<file path="src/rtl/rrtable_fetch_pkg.sv">
package rrtable_fetch_pkg;

  localparam int NUM_STEPS = 15;
  localparam int STEP_W    = $clog2(NUM_STEPS);
  localparam logic [STEP_W-1:0] FIRST_READ = STEP_W'(8);
  localparam logic [STEP_W-1:0] LAST_STEP  = STEP_W'(NUM_STEPS - 1);

  localparam logic [7:0] OP_RESET   = 8'hFF;
  localparam logic [7:0] OP_PARAM   = 8'h36;
  localparam logic [7:0] OP_APPLY   = 8'h16;
  localparam logic [7:0] OP_ENTRY_A = 8'h17;
  localparam logic [7:0] OP_ENTRY_B = 8'h04;
  localparam logic [7:0] OP_ENTRY_C = 8'h19;
  localparam logic [7:0] SEL_REG    = 8'h38;
  localparam logic [7:0] SEL_UNLOCK = 8'h52;
  localparam logic [7:0] SEL_NORMAL = 8'h00;

  typedef enum logic [1:0] {K_CMD, K_ADDR, K_DATA, K_READ} stepKind_t;

  typedef struct packed {
    stepKind_t  kind;
    logic [7:0] val;
  } step_t;

  // Strobes from control to datapath
  typedef struct packed {
    logic       cmd;
    logic       addr;
    logic       data;
    logic       rd;
    logic       dummy;
    logic       capture;
    logic [7:0] val;
  } strobe_t;

  function automatic step_t stepAt(input logic [STEP_W-1:0] idx);
    step_t s;
    case (idx)
      4'd0:    s = '{kind: K_CMD,  val: OP_RESET};
      4'd1:    s = '{kind: K_CMD,  val: OP_PARAM};
      4'd2:    s = '{kind: K_ADDR, val: SEL_REG};
      4'd3:    s = '{kind: K_DATA, val: SEL_UNLOCK};
      4'd4:    s = '{kind: K_CMD,  val: OP_APPLY};
      4'd5:    s = '{kind: K_CMD,  val: OP_ENTRY_A};
      4'd6:    s = '{kind: K_CMD,  val: OP_ENTRY_B};
      4'd7:    s = '{kind: K_CMD,  val: OP_ENTRY_C};
      4'd8:    s = '{kind: K_READ, val: 8'h00};
      4'd9:    s = '{kind: K_CMD,  val: OP_RESET};
      4'd10:   s = '{kind: K_CMD,  val: OP_PARAM};
      4'd11:   s = '{kind: K_ADDR, val: SEL_REG};
      4'd12:   s = '{kind: K_DATA, val: SEL_NORMAL};
      4'd13:   s = '{kind: K_CMD,  val: OP_APPLY};
      default: s = '{kind: K_READ, val: 8'h00};
    endcase
    return s;
  endfunction

endpackage

</file>
<file path="src/rtl/rrtable_fetch_ctrl.sv">
module rrtable_fetch_ctrl
  import rrtable_fetch_pkg::*;
(
  input  logic    clk,
  input  logic    rstN,
  input  logic    start,
  input  logic    devReady,
  input  logic    pgDone,
  input  logic    pgErr,
  output strobe_t strobe,
  output logic    busy,
  output logic    done,
  output logic    error
);

  typedef enum logic [1:0] {S_IDLE, S_ISSUE, S_WAIT_RDY, S_WAIT_PG} state_t;

  state_t            state;
  logic [STEP_W-1:0] stepIdx;
  step_t             cur;

  assign cur  = stepAt(stepIdx);
  assign busy = (state != S_IDLE);

  always_comb begin
    strobe         = '0;
    strobe.capture = (state == S_IDLE) && start;
    if (state == S_ISSUE) begin
      strobe.cmd   = (cur.kind == K_CMD);
      strobe.addr  = (cur.kind == K_ADDR);
      strobe.data  = (cur.kind == K_DATA);
      strobe.rd    = (cur.kind == K_READ);
      strobe.dummy = (stepIdx == LAST_STEP);
      strobe.val   = cur.val;
    end
  end

  always_ff @(posedge clk or negedge rstN) begin
    if (!rstN) begin
      state   <= S_IDLE;
      stepIdx <= '0;
      done    <= 1'b0;
      error   <= 1'b0;
    end else begin
      done <= 1'b0;
      case (state)
        S_IDLE: if (start) begin
          state   <= S_ISSUE;
          stepIdx <= '0;
          error   <= 1'b0;
        end
        S_ISSUE: begin
          if (cur.kind == K_READ)
            state <= S_WAIT_PG;
          else if (cur.kind == K_CMD && cur.val == OP_RESET)
            state <= S_WAIT_RDY;
          else
            stepIdx <= stepIdx + 1'b1;
        end
        S_WAIT_RDY: if (devReady) begin
          state   <= S_ISSUE;
          stepIdx <= stepIdx + 1'b1;
        end
        S_WAIT_PG: begin
          if (pgErr) begin
            error <= 1'b1;
            state <= S_IDLE;
          end else if (pgDone) begin
            if (stepIdx == LAST_STEP) begin
              done  <= 1'b1;
              state <= S_IDLE;
            end else begin
              stepIdx <= stepIdx + 1'b1;
              state   <= S_ISSUE;
            end
          end
        end
        default: state <= S_IDLE;
      endcase
    end
  end

  assert_ready_wait_R2: assert property (@(posedge clk) disable iff (!rstN)
    (state == S_WAIT_RDY && !devReady) |=> !(strobe.cmd || strobe.addr || strobe.data || strobe.rd));

  assert_done_pulse_R8: assert property (@(posedge clk) disable iff (!rstN)
    done |=> !done);

  assert_done_idle_R8: assert property (@(posedge clk) disable iff (!rstN)
    done |-> !busy);

  assert_abort_R9: assert property (@(posedge clk) disable iff (!rstN)
    (state == S_WAIT_PG && pgErr) |=> (error && !busy));

endmodule

</file>
<file path="src/rtl/rrtable_fetch_datapath.sv">
module rrtable_fetch_datapath
  import rrtable_fetch_pkg::*;
#(
  parameter int PAGE_W = 24,
  parameter int LEN_W  = 16
) (
  input  logic              clk,
  input  logic              rstN,
  input  strobe_t           strobe,
  input  logic [PAGE_W-1:0] reqPage,
  input  logic [LEN_W-1:0]  reqLen,
  output logic              cmdLatch,
  output logic              addrLatch,
  output logic              dataLatch,
  output logic [7:0]        busOut,
  output logic              pgStart,
  output logic [PAGE_W-1:0] pgAddr,
  output logic [LEN_W-1:0]  pgLen
);

  logic [PAGE_W-1:0] pageHold;
  logic [LEN_W-1:0]  lenHold;

  always_ff @(posedge clk or negedge rstN) begin
    if (!rstN) begin
      pageHold <= '0;
      lenHold  <= '0;
    end else if (strobe.capture) begin
      pageHold <= reqPage;
      lenHold  <= reqLen;
    end
  end

  always_ff @(posedge clk or negedge rstN) begin
    if (!rstN) begin
      cmdLatch  <= 1'b0;
      addrLatch <= 1'b0;
      dataLatch <= 1'b0;
      busOut    <= '0;
      pgStart   <= 1'b0;
      pgAddr    <= '0;
      pgLen     <= '0;
    end else begin
      cmdLatch  <= strobe.cmd;
      addrLatch <= strobe.addr;
      dataLatch <= strobe.data;
      busOut    <= (strobe.cmd || strobe.addr || strobe.data) ? strobe.val : 8'h00;
      pgStart   <= strobe.rd;
      if (strobe.rd) begin
        pgAddr <= strobe.dummy ? '0 : pageHold;
        pgLen  <= strobe.dummy ? '0 : lenHold;
      end
    end
  end

  assert_one_strobe_R11: assert property (@(posedge clk) disable iff (!rstN)
    $onehot0({cmdLatch, addrLatch, dataLatch, pgStart}));

  assert_req_single_R5: assert property (@(posedge clk) disable iff (!rstN)
    pgStart |=> !pgStart);

endmodule

</file>
<file path="src/rtl/rrtable_fetch.sv">
module rrtable_fetch
  import rrtable_fetch_pkg::*;
#(
  parameter int PAGE_W = 24,
  parameter int LEN_W  = 16
) (
  input  logic              clk,
  input  logic              rstN,
  input  logic              start,
  input  logic [PAGE_W-1:0] reqPage,
  input  logic [LEN_W-1:0]  reqLen,
  input  logic              devReady,
  output logic              cmdLatch,
  output logic              addrLatch,
  output logic              dataLatch,
  output logic [7:0]        busOut,
  output logic              pgStart,
  output logic [PAGE_W-1:0] pgAddr,
  output logic [LEN_W-1:0]  pgLen,
  input  logic              pgDone,
  input  logic              pgErr,
  output logic              busy,
  output logic              done,
  output logic              error
);

  strobe_t strobe;

  rrtable_fetch_ctrl u_ctrl (
    .clk      (clk),
    .rstN     (rstN),
    .start    (start),
    .devReady (devReady),
    .pgDone   (pgDone),
    .pgErr    (pgErr),
    .strobe   (strobe),
    .busy     (busy),
    .done     (done),
    .error    (error)
  );

  rrtable_fetch_datapath #(.PAGE_W(PAGE_W), .LEN_W(LEN_W)) u_dp (
    .clk       (clk),
    .rstN      (rstN),
    .strobe    (strobe),
    .reqPage   (reqPage),
    .reqLen    (reqLen),
    .cmdLatch  (cmdLatch),
    .addrLatch (addrLatch),
    .dataLatch (dataLatch),
    .busOut    (busOut),
    .pgStart   (pgStart),
    .pgAddr    (pgAddr),
    .pgLen     (pgLen)
  );

endmodule

</file>
<file path="config.mk">
export PLATFORM = sky130hd
export DESIGN_NAME = rrtable_fetch
export DESIGN_NICKNAME = d
export VERILOG_FILES = /design/src/rtl/rrtable_fetch_pkg.sv /design/src/rtl/rrtable_fetch_ctrl.sv /design/src/rtl/rrtable_fetch_datapath.sv /design/src/rtl/rrtable_fetch.sv
export SDC_FILE = /design/constraint.sdc
export NUM_CORES = 1
export LEC_CHECK = 0
export BUFFER_PORTS_ARGS = -buffer_cell sky130_fd_sc_hd__buf_2
export CAP_MARGIN = 20
export CELL_PAD_IN_SITES_DETAIL_PLACEMENT = 0
export CELL_PAD_IN_SITES_GLOBAL_PLACEMENT = 1
export CORE_ASPECT_RATIO = 1.25
export CORE_MARGIN = 2
export CORE_UTILIZATION = 30
export DETAILED_ROUTE_END_ITERATION = 6
export GPL_TIMING_DRIVEN = 0
export PLACE_DENSITY_LB_ADDON = 0.1
export SLEW_MARGIN = 20
export SYNTH_ARGS = -nofsm -noshare
export SYNTH_HDL_FRONTEND = slang
export SYNTH_SLANG_ARGS = --single-unit
</file>
<file path="constraint.sdc">
create_clock -name clk -period 6.6 [get_ports clk]
set_clock_uncertainty 0.15 [all_clocks]
set_input_delay 0.66 -clock clk [delete_from_list [all_inputs] [get_ports clk]]
set_output_delay 0.66 -clock clk [all_outputs]
set_load 0.02 [all_outputs]
</file>
==> results of run 1 <==
==> kinds of logic after synthesis <==
logic type	Yosys count	share of synthesized area, %
DFF	100	58.8
AOI/OAI and AO/OA	66	9.18
buffers and inverters	33	2.97
and+or+nand+nor	129	13.4
adders and majority gates	8	2.35
muxes	48	13.2
==> critical path: cells and delay by family, from the launching register on <==
family / cells / cell delay (ns)
AO/OA/AOI/OAI: 2 / 1.07
AND/OR/NAND/NOR: 3 / 0.94
flip-flops: 1 / 0.57
adder cells (fa/ha/maj): 1 / 0.48
buffers and inverters: 1 / 0.24
==> routing by layer <==
layer / wire length, µm / global-route usage, % / vias to the layer above
li1: - / - / 1539
met1: 4750 / 17.9 / 1571
met2: 5030 / 24.0 / 67
met3: 446 / 3.14 / 14
met4: 176 / 5.63 / 2
met5: 13 / 0 / -
==> worst min path at each step <==
stage | startpoint | endpoint | slack [ns]
2_1_floorplan | rstN | u_ctrl.done | 0.21
3_3_place_gp | u_dp.pgAddr[3] | u_dp.pgAddr[3] | 0.31
3_5_place_dp | u_dp.pgAddr[5] | u_dp.pgAddr[5] | 0.32
4_1_cts | rstN | u_dp.pageHold[12] | 0.03
5_1_grt | rstN | u_dp.pageHold[12] | 0.04
6_report | rstN | u_dp.pageHold[12] | 0.03
==> metrics by stage <==
stage / hold WS (ns) / power (mW) / instance area [µm²] / instances / setup WS [ns]
6_report: 0.0296 / 2.75 / 5310 / 676 / 3.02
5_1_grt: 0.0445 / 2.98 / 5310 / 675 / 2.72
4_1_cts: 0.0347 / 2.80 / 5310 / 675 / 3.04
3_5_place_dp: 0.316 / 2.24 / 5010 / 660 / 3.08
3_3_place_gp: 0.307 / 2.22 / 4970 / 659 / 3.02
2_1_floorplan: 0.214 / 1.86 / 4250 / 384 / 3.66
==> sequential cells by signal (all words and copies together) (netlist names), 2 cells and up <==
register	cells
u_ctrl.state	2
u_ctrl.stepIdx	4
u_dp.busOut	8
u_dp.lenHold	16
u_dp.pageHold	24
u_dp.pgAddr	24
u_dp.pgLen	16
==> cell usage after synthesis, types with 2 or more instances <==
cell,count
nand3_1,3
clkbuf_1,22
and3_1,2
a21oi_1,4
a31oi_1,3
nor2_1,8
or4_1,3
mux2i_1,3
nor2b_1,7
nand2_1,85
mux2_2,42
buf_2,2
o21ai_0,42
nand2b_1,4
o22ai_1,2
dfrtp_1,100
o211ai_1,2
nand3b_1,2
nor3_1,7
inv_1,9
or3_1,2
mux4_2,2
ha_1,8
==> where the power goes <==
part / leakage, nW / switching, mW / total (mW) / internal [mW]
Combinational: 1.22 / 0.699 / 1.17 / 0.472
Sequential: 1.25 / 0.148 / 1.04 / 0.892
Clock: 0.145 / 0.227 / 0.540 / 0.314
==> final cells by class <==
class / count / share of cell area [%]
timing repair buffer: 101 / 10.1
buffer: 24 / 1.74
multi-input combinational: 251 / 30.6
antenna: 1 / 0.0471
clock inverter: 3 / 0.871
sequential: 100 / 47.1
inverter: 9 / 0.636
tap: 175 / 4.12
clock buffer: 12 / 4.83
==> run summary, run 1 <==
r2r endpoint: u_ctrl.stepIdx[1]
Synth Net Count: 438
CP Max Fanout: 10
commonest cells after routing, fill and taps aside: 101 x buf_2, 100 x dfrtp_1, 85 x nand2_1, 42 x mux2_2, 42 x o21ai_0
postcts setup bufs: 0
Clock Path Buffers: 2
syn avg cell area: 11.1 µm²
Max stage delay on crit path: 0.77 ns
Hold-fix buffers, CTS: 0
Final nets: 550
worst-margin pin slew: 0.906 ns
Post-Route WL: 10.4 mm
clk root buf: clkbuf_16
Syn Inst Count: 384
synth warn: 0
gr usage total: 14.2%
pin count of the biggest net entering global routing: 74
Final ANT Viol Nets: 0
Chip Width: 111 µm
reg-to-reg slack, setup: 3.02 ns
number of synthesized flops with an enable pin: 0
port bufs: 100
Max VDD drop: 0.203 mV
Max Clock Freq: 279 MHz
Worst-path clk slew: 0.07 ns
1st-iter DRT viols: 98
Rel. slew slack: 39.1%
antenna violations before repair: 2
max-slew violation count: 0
dominant cells by area after synthesis: dfrtp_1 59%, mux2_2 11%, nand2_1 7.5%
Worst EP required: 6.66 ns
first-pass GRT wire length: 17.0 mm
worst skew pair latency: 0.34 ns
CP Launch Point: u_ctrl.stepIdx[0]
Yosys cell types: 43
Synth-to-Final Area Change: 24.9%
Hold Fails Final Rpt: 0
RR Startpoint: u_ctrl.stepIdx[0]
final setup vio count: 0
Final Cycle Share: 54.3%
vias per inst: 4.72
final-layout fill cell count: 1445
R2R cell count: 7
Pwr Density: 518 mW/mm²
placer congestion estimate: 0.781
effective utilization at floorplan: 30.8%
Detailed Routing Iterations Pass 1: 4
RSZ-0062 raised after global routing: no
vias in the first global route: 3231
grt ovf: 0
Pleak: 2.62 nW
critical path class: reg2reg
critical path startpoint category: register
Synth Register Bits: 100
Main synth FF type: dfrtp_1
CP arrival: 3.64 ns
CP Cell Sequence: inv_1 > ha_1 > nor2b_1 > o31ai_1 > nand4_1 > o2111ai_2 > or3b_1
# IOs: 101
Synth top area share: 58.8%
CTS tree: yes
Async SR Flop Fraction: 100%
via count: 3193
Clock Sinks: 100
cts bufs inserted: 9
share of cells above drive strength 1: 33.0%
Core Util, Final: 38.5%
core area: 0.0138 mm²
crit path max-delay cell type: o31ai_1
fin crit period: 3.58 ns
dominant cell type by area after synthesis: dfrtp_1
commonest non-fill, non-tap cell in the layout: buf_2
sequential-to-total area share from yosys stat: 58.8%
Fin Setup TNS: 0 ns
Die ar.: 0.0152 mm²
maximum capacitance violations: 0
Multi-input gate area: 0.00163 mm²
height of the die: 137 µm
run status: completed
critical path capture point type: register
HPWL Detailed: 7.33 mm
DR WL/cell: 15.4 µm
post_cts resized: 0
mapped cell area: 0.00425 mm²
Worst Hold Class: in2async
H-tree levels: 3
crit path capture: u_ctrl.stepIdx[1]
DRC violations left: 0
FF+latch area: 0.00250 mm²
FP Rows: 48
No activity file was read; power rests on OpenSTA's default activity.
==> run 2, diff against run 1 <==
- ABC_AREA: default -> 1
- clock period: 6.6 -> 2.9 ns (I/O delays scaled with it)
==> run 2 against run 1 <==
  * Utilization grew 2.3 points
  * First-iteration DRC count grew 72%
  * Worst setup slack lost 2.5 ns
  * Global-route usage grew 1.1 points
  * Clock-buffer cell count shrank 2
  * Combinational power grew 110%
  * Critical endpoint is now u_dp.pgAddr[3]
==> run summary, run 2 <==
clk root buf: clkbuf_16
postcts setup bufs: 0
Clock Sinks: 100
Worst Hold Class: in2reg
gr usage total: 15.3%
RSZ-0062 raised after global routing: no
post-route insts no fill: 823
mapped cell area: 0.00428 mm²
CP Launch Point: u_ctrl.stepIdx[0]
critical path capture point type: register
DRC violations left: 0
final-layout fill cell count: 1447
worst skew pair latency: 0.35 ns
DR WL/cell: 13.8 µm
cts bufs inserted: 9
Main synth FF type: dfrtp_1
CP Cell Sequence: inv_1 > ha_1 > inv_1 > nand2_1 > nand3_1 > nand2_2 > inv_2 > nand2_4 > clkbuf_1 > o21ai_0 > nand2_1
RR Startpoint: u_ctrl.stepIdx[0]
CP delay by family, top: buffers and inverters
Pleak: 3.17 nW
fin crit period: 2.39 ns
grt ovf: 0
Max VDD drop: 0.405 mV
most frequent cells after synthesis: 208 x nand2_1, 100 x dfrtp_1, 50 x nand3_1, 43 x o21ai_0, 21 x nor2_1
Worst-path clk slew: 0.07 ns
Syn Inst Count: 499
Die ar.: 0.0152 mm²
1st-iter DRT viols: 169
first-pass GRT wire length: 18.3 mm
via count: 3662
commonest cells after routing, fill and taps aside: 208 x nand2_1, 100 x buf_2, 100 x dfrtp_1, 50 x nand3_1, 43 x o21ai_0
HPWL Detailed: 7.93 mm
synth warn: 0
dominant cell type by area after synthesis: dfrtp_1
syn avg cell area: 8.58 µm²
Final ANT Viol Nets: 0
Rel. slew slack: 63.9%
Clock Path Buffers: 2
vias per inst: 4.45
Top Registers: u_dp.pageHold x24, u_dp.pgAddr x24
dominant cells by area after synthesis: dfrtp_1 58%, nand2_1 18%, nand3_1 5.8%
R2R cell count: 11
sequential-to-total area share from yosys stat: 58.5%
most common cell in the netlist: nand2_1
Multi-input gate area: 0.00159 mm²
Worst EP required: 3.03 ns
height of the die: 138 µm
Synth top area share: 58.5%
Max stage delay on crit path: 0.49 ns
Yosys cell types: 24
CP arrival: 2.52 ns
commonest non-fill, non-tap cell in the layout: nand2_1
worst-margin pin slew: 0.541 ns
WP depth: 11
effective utilization at floorplan: 30.9%
Hold Path Origin: reqLen[14]
Hold Fails Final Rpt: 0
dpl cells: 775
reg-to-reg slack, setup: 0.51 ns
crit path capture: u_dp.pgAddr[3]
H-tree levels: 3
Final nets: 697
# IOs: 101
Final Cycle Share: 82.3%
max-slew violation count: 0
Synth Register Bits: 100
ant diodes: 0
Synth-to-Final Area Change: 32.3%
FP Rows: 48
core area: 0.0139 mm²
share of cells above drive strength 1: 21.0%
final setup vio count: 0
Async SR Flop Fraction: 100%
CP Max Fanout: 10
crit path max-delay cell type: dfrtp_1
CTS tree: yes
critical path startpoint category: register
port bufs: 100
Synth Net Count: 553
pin count of the biggest net entering global routing: 54
FF+latch area: 0.00250 mm²
placer congestion estimate: 0.764
critical path class: reg2reg
Pwr Density: 1070 mW/mm²
r2r endpoint: u_dp.pgAddr[3]
Fin Setup TNS: 0 ns
worst path bufs/invs: 4
Chip Width: 111 µm
Max Clock Freq: 419 MHz
maximum capacitance violations: 0
number of synthesized flops with an enable pin: 0
antenna violations before repair: 0
Post-Route WL: 11.4 mm
Detailed Routing Iterations Pass 1: 4
vias in the first global route: 3600
run status: completed
==> run 2: cell count changes after synthesis, moves of 4 or more <==
| cell | before | now |
|---|---|---|
| nor2b_1 | 7 | 0 |
| nand2_1 | 85 | 208 |
| mux2_2 | 42 | 0 |
| nor2_1 | 8 | 21 |
| inv_2 | 0 | 4 |
| nand3_1 | 3 | 50 |
| buf_4 | 0 | 5 |
| inv_1 | 9 | 14 |
| nand2b_1 | 4 | 0 |
==> run 2: worst reg2reg max path, cell delays in order, from the launching register on <==
cell and delay (ns):
dfrtp_1 0.49, inv_1 0.21, ha_1 0.37, inv_1 0.05, nand2_1 0.07, nand3_1 0.10, nand2_2 0.11, inv_2 0.06
nand2_4 0.09, clkbuf_1 0.40, o21ai_0 0.16, nand2_1 0.08
==> run 2: how the worst min path moves through the flow <==
stage	slack, ns	cells after the start	end
5_1_grt	0.008	3	u_dp.pageHold[0]
3_5_place_dp	0.11	1	u_dp.pgAddr[8]
6_report	0.005	3	u_dp.lenHold[14]
2_1_floorplan	-0.16	0	u_ctrl.done
3_3_place_gp	0.30	2	u_dp.pageHold[7]
4_1_cts	0.002	3	u_dp.lenHold[14]
==> run 2: cell families after synthesis <==
kind of cell             count (synthesis)  share of synthesized area (%)
AO/OA/AOI/OAI                           51                           6.11
AND/OR/NAND/NOR                        296                           28.6
adder cells (fa/ha/maj)                  8                           2.34
flip-flops                             100                           58.5
buffers and inverters                   44                           4.50
==> run 2: layout make-up <==
cell class | count | area share, %
inverter | 18 | 1.19
timing repair buffer | 133 | 15.1
sequential | 100 | 44.2
multi-input combinational | 355 | 28.0
buffer | 26 | 2.21
tap | 175 | 3.87
clock inverter | 6 | 1.22
clock buffer | 10 | 4.22
==> run 2: routing by layer <==
layer	wire, µm	GRT usage [%]	vias to the layer above
li1	-	-	1884
met1	5120	19.3	1704
met2	5710	26.6	67
met3	424	3.08	7
met4	114	4.79	0
met5	0	0	-
==> run 2: power breakdown <==
part / switching [mW] / internal [mW]
Sequential: 0.349 / 2.03
Combinational: 1.61 / 0.796
Clock: 0.564 / 0.703
==> run 2: repair_timing <==
action,4_1_cts,5_1_grt
resized for setup,0,0
hold buffers,32,0
hold endpoints to repair,78,0
==> run 2: stage by stage <==
stage / hold WS [ns] / utilization, % / total power [mW] / setup slack (ns) / cell area [µm²]
2_1_floorplan: -0.156 / - / 3.97 / 0.979 / 4280
3_3_place_gp: 0.304 / 36.0 / 4.79 / 0.243 / 5000
3_5_place_dp: 0.111 / 36.3 / 4.83 / 0.522 / 5030
4_1_cts: 0.00164 / 40.8 / 6.16 / 0.498 / 5660
5_1_grt: 0.00762 / 40.8 / 6.54 / 0.291 / 5660
6_report: 0.00542 / 40.8 / 6.06 / 0.513 / 5660
